## config.mk

```make
export PLATFORM = sky130hd
export DESIGN_NAME = regspi_master
export DESIGN_NICKNAME = d
export VERILOG_FILES = /design/src/rtl/regspi_pkg.sv /design/src/rtl/regspi_regs.sv /design/src/rtl/regspi_engine.sv /design/src/rtl/regspi_csdec.sv /design/src/rtl/regspi_master.sv
export SDC_FILE = /design/constraint.sdc
export NUM_CORES = 1
export LEC_CHECK = 0
export BUFFER_PORTS_ARGS = -buffer_cell sky130_fd_sc_hd__buf_2
export CORE_MARGIN = 8
export CORE_UTILIZATION = 52
export CTS_CLUSTER_SIZE = 14
export DETAILED_ROUTE_END_ITERATION = 6
export HOLD_SLACK_MARGIN = 0.03
export PLACE_DENSITY = 0.78
export SYNTH_ARGS = -nofsm -noshare
export SYNTH_HDL_FRONTEND = slang
export SYNTH_HIERARCHICAL = 1
export SYNTH_SLANG_ARGS = --single-unit
export TNS_END_PERCENT = 5
```

## constraint.sdc

```tcl
create_clock -name clk -period 1.95 [get_ports clk]
set_input_delay 0.39 -clock clk [delete_from_list [all_inputs] [get_ports clk]]
set_output_delay 0.39 -clock clk [all_outputs]
set_load 0.005 [all_outputs]
```

## src/rtl/regspi_pkg.sv

```systemverilog
package regspi_pkg;

  // register byte offsets (software-visible layout)
  localparam int OFF_CTRL   = 'h00;
  localparam int OFF_CFG    = 'h04;
  localparam int OFF_TXD    = 'h08;
  localparam int OFF_RXD    = 'h0C;
  localparam int OFF_CAUSE  = 'h10;
  localparam int OFF_TIMING = 'h18;

  // field positions
  localparam int CTRL_ON_BIT   = 0;
  localparam int CTRL_IDX_LO   = 2;
  localparam int CFG_WIDE_BIT  = 5;
  localparam int CFG_CPOL_BIT  = 11;
  localparam int CFG_CPHA_BIT  = 12;
  localparam int CFG_TXLSB_BIT = 13;
  localparam int CFG_RXLSB_BIT = 14;
  localparam int TIM_DLY_LO    = 6;
  localparam int DLY_RESET     = 1;

  typedef struct packed {
    logic wide;
    logic cpol;
    logic cpha;
    logic tx_lsb;
    logic rx_lsb;
  } mode_t;

  // number of bits in one word for the selected size
  function automatic int word_bits(logic wide, int narrow, int broad);
    return wide ? broad : narrow;
  endfunction

  // position inside the word of the idx-th bit on the wire
  function automatic int bit_slot(int idx, int n, logic lsb_first);
    return lsb_first ? idx : (n - 1 - idx);
  endfunction

  // k is the 1-based SCLK transition number within the word
  function automatic logic is_sample_edge(int k, logic cpha);
    return ((k % 2) == 1) != cpha;
  endfunction

  function automatic logic is_shift_edge(int k, int n, logic cpha);
    return !is_sample_edge(k, cpha) && (k >= 2) && (k <= 2 * n - 1);
  endfunction

endpackage

```

## src/rtl/regspi_regs.sv

```systemverilog
module regspi_regs
  import regspi_pkg::*;
#(
  parameter int ADDR_W   = 8,
  parameter int DATA_W   = 32,
  parameter int IDX_W    = 3,
  parameter int MAX_BITS = 16,
  parameter int DLY_W    = 2
) (
  input  logic                clk,
  input  logic                rst_n,
  input  logic                bus_valid,
  input  logic                bus_write,
  input  logic [ADDR_W-1:0]   bus_addr,
  input  logic [DATA_W-1:0]   bus_wdata,
  output logic [DATA_W-1:0]   bus_rdata,
  input  logic                busy,
  input  logic                finish,
  input  logic [MAX_BITS-1:0] rx_word,
  output logic                cs_on,
  output logic [IDX_W-1:0]    cs_idx,
  output mode_t               mode,
  output logic [DLY_W-1:0]    smp_dly,
  output logic [MAX_BITS-1:0] tx_word,
  output logic                start,
  output logic                dout_wr,
  output logic                done
);

  logic wr;
  logic hit_ctrl, hit_cfg, hit_txd, hit_rxd, hit_cause, hit_timing;
  logic clear_req;

  always_comb begin
    wr         = bus_valid & bus_write;
    hit_ctrl   = (bus_addr == ADDR_W'(OFF_CTRL));
    hit_cfg    = (bus_addr == ADDR_W'(OFF_CFG));
    hit_txd    = (bus_addr == ADDR_W'(OFF_TXD));
    hit_rxd    = (bus_addr == ADDR_W'(OFF_RXD));
    hit_cause  = (bus_addr == ADDR_W'(OFF_CAUSE));
    hit_timing = (bus_addr == ADDR_W'(OFF_TIMING));
    dout_wr    = wr & hit_txd;
    start      = dout_wr & ~busy;
    clear_req  = wr & hit_cause & (bus_wdata == '0);
  end

  always_ff @(posedge clk or negedge rst_n) begin
    if (!rst_n) begin
      cs_on   <= 1'b0;
      cs_idx  <= '0;
      mode    <= '0;
      smp_dly <= DLY_W'(DLY_RESET);
      tx_word <= '0;
      done    <= 1'b0;
    end else begin
      if (wr && hit_ctrl) begin
        cs_on  <= bus_wdata[CTRL_ON_BIT];
        cs_idx <= bus_wdata[CTRL_IDX_LO +: IDX_W];
      end
      if (wr && hit_cfg) begin
        mode.wide   <= bus_wdata[CFG_WIDE_BIT];
        mode.cpol   <= bus_wdata[CFG_CPOL_BIT];
        mode.cpha   <= bus_wdata[CFG_CPHA_BIT];
        mode.tx_lsb <= bus_wdata[CFG_TXLSB_BIT];
        mode.rx_lsb <= bus_wdata[CFG_RXLSB_BIT];
      end
      if (wr && hit_timing) smp_dly <= bus_wdata[TIM_DLY_LO +: DLY_W];
      if (start) tx_word <= bus_wdata[MAX_BITS-1:0];
      if (finish)         done <= 1'b1;
      else if (start)     done <= 1'b0;
      else if (clear_req) done <= 1'b0;
    end
  end

  always_comb begin
    bus_rdata = '0;
    if (hit_ctrl) begin
      bus_rdata[CTRL_ON_BIT]            = cs_on;
      bus_rdata[CTRL_IDX_LO +: IDX_W]   = cs_idx;
    end else if (hit_cfg) begin
      bus_rdata[CFG_WIDE_BIT]  = mode.wide;
      bus_rdata[CFG_CPOL_BIT]  = mode.cpol;
      bus_rdata[CFG_CPHA_BIT]  = mode.cpha;
      bus_rdata[CFG_TXLSB_BIT] = mode.tx_lsb;
      bus_rdata[CFG_RXLSB_BIT] = mode.rx_lsb;
    end else if (hit_txd) begin
      bus_rdata[MAX_BITS-1:0] = tx_word;
    end else if (hit_rxd) begin
      bus_rdata[MAX_BITS-1:0] = rx_word;
    end else if (hit_cause) begin
      bus_rdata[0] = done;
    end else if (hit_timing) begin
      bus_rdata[TIM_DLY_LO +: DLY_W] = smp_dly;
    end
  end

endmodule

```

## src/rtl/regspi_engine.sv

```systemverilog
module regspi_engine
  import regspi_pkg::*;
#(
  parameter int MAX_BITS    = 16,
  parameter int NARROW_BITS = 8,
  parameter int DLY_W       = 2
) (
  input  logic                clk,
  input  logic                rst_n,
  input  logic                start,
  input  logic [MAX_BITS-1:0] tx_in,
  input  mode_t               mode_in,
  input  logic [DLY_W-1:0]    dly_in,
  input  logic                half_tick,
  input  logic                miso,
  output logic                sclk,
  output logic                mosi,
  output logic                busy,
  output logic                finish,
  output logic [MAX_BITS-1:0] rx_word,
  output logic                edge_evt,
  output logic                capture_evt,
  output logic                sclk_core,
  output logic                cpol_core,
  output logic [MAX_BITS-1:0] tx_core
);

  localparam int CNT_W     = $clog2(MAX_BITS + 1);
  localparam int ECNT_W    = $clog2(2 * MAX_BITS + 1);
  localparam int POS_W     = $clog2(MAX_BITS);
  localparam int DLY_DEPTH = (1 << DLY_W) - 1;

  logic                busy_q, sclk_q;
  mode_t               mode_q;
  logic [DLY_W-1:0]    dly_q;
  logic [CNT_W-1:0]    nbits_q, out_idx, rx_cnt;
  logic [ECNT_W-1:0]   edge_cnt;
  logic [MAX_BITS-1:0] tx_q, rx_q;
  logic [DLY_DEPTH:1]  pipe_q;
  logic [DLY_DEPTH:0]  taps;

  int   edge_k;
  logic edges_left, sample_evt, shift_evt;
  logic [POS_W-1:0] tx_pos, rx_pos;

  always_comb begin
    edge_k     = int'(edge_cnt) + 1;
    edges_left = int'(edge_cnt) < 2 * int'(nbits_q);
    edge_evt   = busy_q & half_tick & edges_left;
    sample_evt = edge_evt & is_sample_edge(edge_k, mode_q.cpha);
    shift_evt  = edge_evt & is_shift_edge(edge_k, int'(nbits_q), mode_q.cpha);
    tx_pos     = POS_W'(bit_slot(int'(out_idx), int'(nbits_q), mode_q.tx_lsb));
    rx_pos     = POS_W'(bit_slot(int'(rx_cnt), int'(nbits_q), mode_q.rx_lsb));
    finish     = busy_q & ~edges_left & (rx_cnt == nbits_q);
  end

  // tap 0 is the sampling edge itself, tap i is i cycles later
  assign taps[0] = sample_evt;
  for (genvar g = 1; g <= DLY_DEPTH; g++) begin : g_tap
    assign taps[g] = pipe_q[g];
  end
  assign capture_evt = busy_q & taps[dly_q];

  always_ff @(posedge clk or negedge rst_n) begin
    if (!rst_n) begin
      pipe_q <= '0;
    end else begin
      pipe_q[1] <= sample_evt;
      for (int i = 2; i <= DLY_DEPTH; i++) pipe_q[i] <= pipe_q[i-1];
    end
  end

  always_ff @(posedge clk or negedge rst_n) begin
    if (!rst_n) begin
      busy_q   <= 1'b0;
      sclk_q   <= 1'b0;
      mode_q   <= '0;
      dly_q    <= '0;
      nbits_q  <= CNT_W'(NARROW_BITS);
      out_idx  <= '0;
      rx_cnt   <= '0;
      edge_cnt <= '0;
      tx_q     <= '0;
      rx_q     <= '0;
    end else if (start && !busy_q) begin
      busy_q   <= 1'b1;
      sclk_q   <= mode_in.cpol;
      mode_q   <= mode_in;
      dly_q    <= dly_in;
      nbits_q  <= CNT_W'(word_bits(mode_in.wide, NARROW_BITS, MAX_BITS));
      out_idx  <= '0;
      rx_cnt   <= '0;
      edge_cnt <= '0;
      tx_q     <= tx_in;
      rx_q     <= '0;
    end else if (busy_q) begin
      if (edge_evt) begin
        sclk_q   <= ~sclk_q;
        edge_cnt <= edge_cnt + 1'b1;
      end
      if (shift_evt) out_idx <= out_idx + 1'b1;
      if (capture_evt) begin
        rx_q[rx_pos] <= miso;
        rx_cnt       <= rx_cnt + 1'b1;
      end
      if (finish) busy_q <= 1'b0;
    end
  end

  assign sclk      = busy_q ? sclk_q : mode_in.cpol;
  assign mosi      = busy_q ? tx_q[tx_pos] : 1'b0;
  assign busy      = busy_q;
  assign rx_word   = rx_q;
  assign sclk_core = sclk_q;
  assign cpol_core = mode_q.cpol;
  assign tx_core   = tx_q;

endmodule

```

## src/rtl/regspi_csdec.sv

```systemverilog
module regspi_csdec #(
  parameter int NUM_CS = 8,
  parameter int IDX_W  = 3
) (
  input  logic              cs_on,
  input  logic [IDX_W-1:0]  cs_idx,
  output logic [NUM_CS-1:0] cs_n
);

  for (genvar i = 0; i < NUM_CS; i++) begin : g_line
    assign cs_n[i] = ~(cs_on & (cs_idx == IDX_W'(i)));
  end

endmodule

```

## src/rtl/regspi_master.sv

```systemverilog
module regspi_master
  import regspi_pkg::*;
#(
  parameter int ADDR_W      = 8,
  parameter int DATA_W      = 32,
  parameter int NUM_CS      = 8,
  parameter int MAX_BITS    = 16,
  parameter int NARROW_BITS = 8,
  parameter int DLY_W       = 2
) (
  input  logic              clk,
  input  logic              rst_n,
  input  logic              bus_valid,
  input  logic              bus_write,
  input  logic [ADDR_W-1:0] bus_addr,
  input  logic [DATA_W-1:0] bus_wdata,
  output logic [DATA_W-1:0] bus_rdata,
  input  logic              half_tick,
  input  logic              miso,
  output logic              sclk,
  output logic              mosi,
  output logic [NUM_CS-1:0] cs_n
);

  localparam int IDX_W = $clog2(NUM_CS);

  logic                cs_on_w;
  logic [IDX_W-1:0]    cs_idx_w;
  mode_t               mode_w;
  logic [DLY_W-1:0]    dly_w;
  logic [MAX_BITS-1:0] tx_word_w, rx_word_w, tx_core_w;
  logic                start_w, dout_wr_w, done_w, busy_w, finish_w;
  logic                edge_evt_w, capture_evt_w, sclk_core_w, cpol_core_w;

  regspi_regs #(
    .ADDR_W(ADDR_W), .DATA_W(DATA_W), .IDX_W(IDX_W),
    .MAX_BITS(MAX_BITS), .DLY_W(DLY_W)
  ) regs_i (
    .clk(clk), .rst_n(rst_n),
    .bus_valid(bus_valid), .bus_write(bus_write),
    .bus_addr(bus_addr), .bus_wdata(bus_wdata), .bus_rdata(bus_rdata),
    .busy(busy_w), .finish(finish_w), .rx_word(rx_word_w),
    .cs_on(cs_on_w), .cs_idx(cs_idx_w), .mode(mode_w), .smp_dly(dly_w),
    .tx_word(tx_word_w), .start(start_w), .dout_wr(dout_wr_w), .done(done_w)
  );

  regspi_engine #(
    .MAX_BITS(MAX_BITS), .NARROW_BITS(NARROW_BITS), .DLY_W(DLY_W)
  ) engine_i (
    .clk(clk), .rst_n(rst_n),
    .start(start_w), .tx_in(bus_wdata[MAX_BITS-1:0]), .mode_in(mode_w),
    .dly_in(dly_w), .half_tick(half_tick), .miso(miso),
    .sclk(sclk), .mosi(mosi), .busy(busy_w), .finish(finish_w),
    .rx_word(rx_word_w), .edge_evt(edge_evt_w), .capture_evt(capture_evt_w),
    .sclk_core(sclk_core_w), .cpol_core(cpol_core_w), .tx_core(tx_core_w)
  );

  regspi_csdec #(.NUM_CS(NUM_CS), .IDX_W(IDX_W)) csdec_i (
    .cs_on(cs_on_w), .cs_idx(cs_idx_w), .cs_n(cs_n)
  );

endmodule

```

# [Word level (Yosys, flattened, before mapping)]
# Index checks and enable logic that the tools add are counted.
[totals] wordCells=155 input_bits=46 ff_bits=91
[classes] reduce_logical=20 magnitude_cmp=7 add_sub_neg=8 mux=50 n_eq_ne=15 n_bitwise=32
[op_table] operator="2-to-1 mux 16 bit" n=4
[op_table] operator="2-to-1 mux 5 bit" n=10
[op_table] operator="greater-or-equal comparator 32 x 3 -> 1 bit, second input constant" n=1
[op_table] operator="<= comparator 32 bit" n=1
[op_table] operator="zero test 32 bit" n=1
[op_table] operator="AND 1 bit" n=20
[op_table] operator="2-to-1 mux 1 bit" n=20
[op_table] operator="2-to-1 mux 6 bit" n=3
[op_table] operator="bitwise mux 16 bit" n=1
[op_table] operator="equality test 8 x 4 -> 1 bit, second input constant" n=2
[op_table] operator="equality test 8 x 5 -> 1 bit, second input constant" n=2
[op_table] operator="equality test 3 bit, second input constant" n=4
[op_table] operator="2-to-1 mux 4 bit" n=3
[op_table] operator="2-to-1 mux 11 bit" n=1
[op_table] operator="NOT 1 bit" n=11
[op_table] operator="adder 5 x 1 -> 5 bit, second input constant" n=2
[op_table] operator="< comparator 4 x 5 -> 1 bit, second input constant" n=2
[op_table] operator="equality test 8 x 3 -> 1 bit, second input constant" n=1
[op_table] operator="zero test 8 bit" n=1
[op_table] operator="2-to-1 mux 8 bit" n=1
[op_table] operator="nonzero test 2 bit" n=4
[op_table] operator="subtractor 4 bit" n=2
[op_table] operator="adder 6 x 1 -> 7 bit, second input constant" n=1
[op_table] operator="logical AND 1 bit" n=7
[op_table] operator="21 further kinds" n=27

# [Longest topological paths before layout]
[depth] ltp_word=11 ltp_mapped=12 ltp_nobuf=11

# [Cells and area by module]
# The synthesis kept the hierarchy.
[by_module_without_submodules] mod="regspi_engine" instances=1 cells_each=371 area_each_um2=3349.5 seq_area_each_um2=1502.7
[by_module_without_submodules] mod="regspi_regs" instances=1 cells_each=159 area_each_um2=1680.4 seq_area_each_um2=701.9
[by_module_without_submodules] mod="regspi_csdec" instances=1 cells_each=8 area_each_um2=76.3 seq_area_each_um2=0.0

# [Least setup slack after synthesis]
# OpenSTA, ideal clock, no wires.
[synth_timing] path_type="input to register" start="input bus_addr[2]" end="register engine_i.sclk_q (netlist: engine_i/sclk_core)" arrival_ns=2.321 setup_time_ns=0.087 stages=9 n_path_buf=4 setup_slack_ns=-0.458 cell_sequence="buf_6 > or4b_1 > buf_2 > nor4_1 > nor2b_1 > clkbuf_1 > clkbuf_1 > nand2_1 > o211ai_1"
[synth_via] elab_chain_len=6
[synth_rtl] item="from (decl)" line="regspi_master.sv:15" rtl="input logic [ADDR_W-1:0] bus_addr,"
[synth_rtl] item="equality test 8 x 4 -> 1 bit *" line="regspi_regs.sv:38" rtl="hit_txd = (bus_addr == ADDR_W'(OFF_TXD));"
[synth_rtl] item="AND 1 bit *" line="regspi_regs.sv:42" rtl="dout_wr = wr & hit_txd;"
[synth_rtl] item="AND 1 bit *" line="regspi_regs.sv:43" rtl="start = dout_wr & ~busy;"
[synth_rtl] item="net start_w" line="regspi_master.sv:32" rtl="logic start_w, dout_wr_w, done_w, busy_w, finish_w;"
[synth_rtl] item="logical AND 1 bit *" line="regspi_engine.sv:85" rtl="end else if (start && !busy_q) begin"
[synth_rtl] item="nonzero test 2 bit (no source line)"
[synth_rtl] item="AND reduction 2 bit (no source line)"
[synth_rtl] item="to (signal assigned)" line="regspi_engine.sv:87" rtl="sclk_q <= mode_in.cpol;"
[synth_rtl] item="to (signal assigned)" line="regspi_engine.sv:98" rtl="sclk_q <= ~sclk_q;"
[synth_rtl] item="to (decl)" line="regspi_engine.sv:33" rtl="logic busy_q, sclk_q;"
# Mark *: on every way through the listed nets, which the timed path passes. The rest lies on a longest branch.
# A chain may end at the register's enable or synchronous reset.

# [Final worst setup path]
[layout_timing] start="register engine_i.out_idx[0]" end="output mosi"
[layout_via] elab_chain_len=5
[layout_rtl] item="from (decl)" line="regspi_engine.sv:36" rtl="logic [CNT_W-1:0] nbits_q, out_idx, rx_cnt;"
[layout_rtl] item="from (signal assigned)" line="regspi_engine.sv:101" rtl="if (shift_evt) out_idx <= out_idx + 1'b1;"
[layout_rtl] item="subtractor 4 bit" line="regspi_pkg.sv:37" rtl="return lsb_first ? idx : (n - 1 - idx);"
[layout_rtl] item="2-to-1 mux 4 bit *" line="regspi_pkg.sv:37"
[layout_rtl] item="binary-select mux 1 bit (select 4 bit) *" line="regspi_engine.sv:111" rtl="assign mosi = busy_q ? tx_q[tx_pos] : 1'b0;"
[layout_rtl] item="2-to-1 mux 1 bit (implied by the code) *" line="regspi_engine.sv:111"
[layout_rtl] item="2-to-1 mux 1 bit *" line="regspi_engine.sv:111"
[layout_rtl] item="to (decl)" line="regspi_master.sv:21" rtl="output logic mosi,"
# Every way passes the cells marked *; elsewhere a longest branch is shown, timed or not. The select of a mux whose other input is x is not followed.

==> flow_summary.yaml <==
clock_network:
  tritoncts: "done"
  cts_root_buf: "clkbuf_8"
  cts_max_level: 3
  clk_pin_slew_worst_paths_ns: 0.10
  clockBufferDepth: 2
  numCtsBuffers: 9
  clk_latency_ns: 0.37
  clock_sinks: 87
worst_setup_path:
  max_stage_delay_ns: 0.52
  critical_path_class: "register to output pin"
  crit_family: "multiplexers"
  critPathCaptureType: "output pin"
  startpoint_type: "register"
  cp_slowest_cell: "mux4_2"
  cp_cell_sequence: "mux4_2, mux4_2, o211a_1, buf_2"
  crit_required_ns: 1.56
  critPathBufInv: 1
  crit_top_cell: "mux4_2"
  cp.arrival_ns: 2.17
  crit_fanout: 4
global_routing:
  grt_pass1_wl_microns: 22800
  grt_pass1_vias: 4727
  gr-usage-all-layers: 0.219
  grt-ovfl-total: 0
  grt_max_degree: 49
  antenna_found_initial: 0
sta:
  holdWs_ns: 0.254
  hold_viol_final: 0
  fin_crit_sh: 1.31
  rsz0062_at_grt: "yes"
  worst_pin_slew_ns: 0.594
  clock_skew_ns: 0.0154
  setup_ws_ns: -0.607
  slew_headroom: 0.604
  fmax_ghz: 0.391
  drv_slew: 0
  finalSetupViolCount: 21
  period_needed_ns: 2.56
outcome:
  run_status: "finished with violations"
  violations: "setup timing"
final_layout:
  final_cell_mix: "nand2_1, dfrtp_1, buf_2"
  n_antenna_cell: 0
  fin_util: 0.661
  mostFrequentLayoutCell: "nand2_1"
  multi_input_area_sq_mm: 0.00276
  drive_above_1_share: 0.359
  fin_nets: 714
  seqCellArea_sq_mm: 0.00218
  final_cell_count_no_fill: 796
  fillers: 774
  synthToLayoutAreaGrowth_pct: 25.7
floorplan:
  io_pins: 88
  die_w_microns: 115
  rows: 36
  start_util: 0.526
  dieArea_sq_mm: 0.0132
  core_sq_mm: 0.00964
  chipHeight_microns: 115
route:
  vias: 4600
  wl_met2_microns: 7510
  post_drt_wl_per_cell_microns: 18.4
  highest_layer: "met4"
  wl_met1_microns: 5730
  drt_iter0_drc: 443
  routed_wirelength_microns: 14600
  drc: 0
  avgViaCountPerCell: 5.78
  met3_length_microns: 1060
  first_pass_iters: 5
  ant_nets: 0
power_and_ir_drop:
  power.static_leakage_nw: 3.07
  ir_worst_vdd_mv: 0.452
  power_density_mw_per_mm2: 608
  finalPower_mw: 3.88
synthesis:
  yosys_warnings: 6
  syn_area_sq_mm: 0.00507
  synth_cells: 534
  post_synth.cell_area_avg_sq_um: 9.49
placed_design:
  dp.cells: 778
  dp_hpwl_microns: 10600
  port_buffers: 71
  place_congestion: 0.904
job:
  maxCapViolCount: 0
worst_hold_path:
  hold_class: "primary input to register"
## sequential cells by signal, indices dropped and copies added, names as in the netlist, 4 cells and up
| name | cells |
|---|---|
| engine_i/edge_cnt | 6 |
| engine_i/out_idx | 4 |
| engine_i/rx_cnt | 5 |
| engine_i/rx_word | 16 |
| engine_i/tx_core | 16 |
| regs_i/mode | 5 |
| regs_i/tx_word | 16 |
## timing repair
action                                  CTS  global route
hold buffers                              1             0
hold endpoints to repair                 25             0
resized for setup                        26            23
buffers inserted                          0             1
endpoints found under the setup margin   39            41
pin swaps                                 2            12
## power by group
part           total, mW  internal (mW)  leakage [nW]  switching, mW
registers           1.93           1.87          1.18         0.0621
logic              0.619          0.286          1.79          0.334
clock network       1.33          0.608         0.102          0.722
## final cells by class
type                    instances  share of cell area
multi-input cells             399               0.433
flip-flops and latches         87               0.343
repair buffers                145               0.155
well taps                     133              0.0261
clock buffers                   9              0.0194
clock inverters                 7              0.0126
inverters                      16              0.0114
## worst reg2reg max path: cells and delay by family (launching register included)
family	cells	cell delay (ns)
buf+inv	1	0.07
simple gates	1	0.13
compound gates	4	0.68
flops	1	0.56
fa+ha+maj	2	0.59
## routing by layer
metal,vias up,track usage
met4,0,0.0972
met5,-,0
met2,187,0.370
met3,30,0.0483
li1,2132,-
met1,2251,0.263
## per-stage QoR
stage / cell area, sq um / setup slack, ns / TNS, ns
6_report: 6370 / -0.607 / -3.74
5_1_grt: 6370 / -0.680 / -5.76
4_1_cts: 6270 / -0.621 / -4.25
3_5_place_dp: 5930 / -0.386 / -24.84
3_3_place_gp: 5930 / -0.327 / -20.93
2_1_floorplan: 5140 / -0.220 / -10.17
## worst paths after layout
path / startpoint / slack (ns) / cells past startpoint / end
hold / removal: bus_wdata[5] / 0.25 / 3 / engine_i/tx_core[5]
hold reg to reg: engine_i/pipe_q[2] / 0.38 / 0 / engine_i/pipe_q[3]
setup / recovery: engine_i/out_idx[0] / -0.61 / 4 / mosi
min in group asynchronous: rst_n / 0.49 / 2 / engine_i/sclk_core
setup reg to reg: engine_i/nbits_q[3] / -0.16 / 8 / engine_i/out_idx[3]
max in group asynchronous: rst_n / 0.82 / 3 / regs_i/smp_dly[0]
No activity file was read; power rests on OpenSTA's default activity.
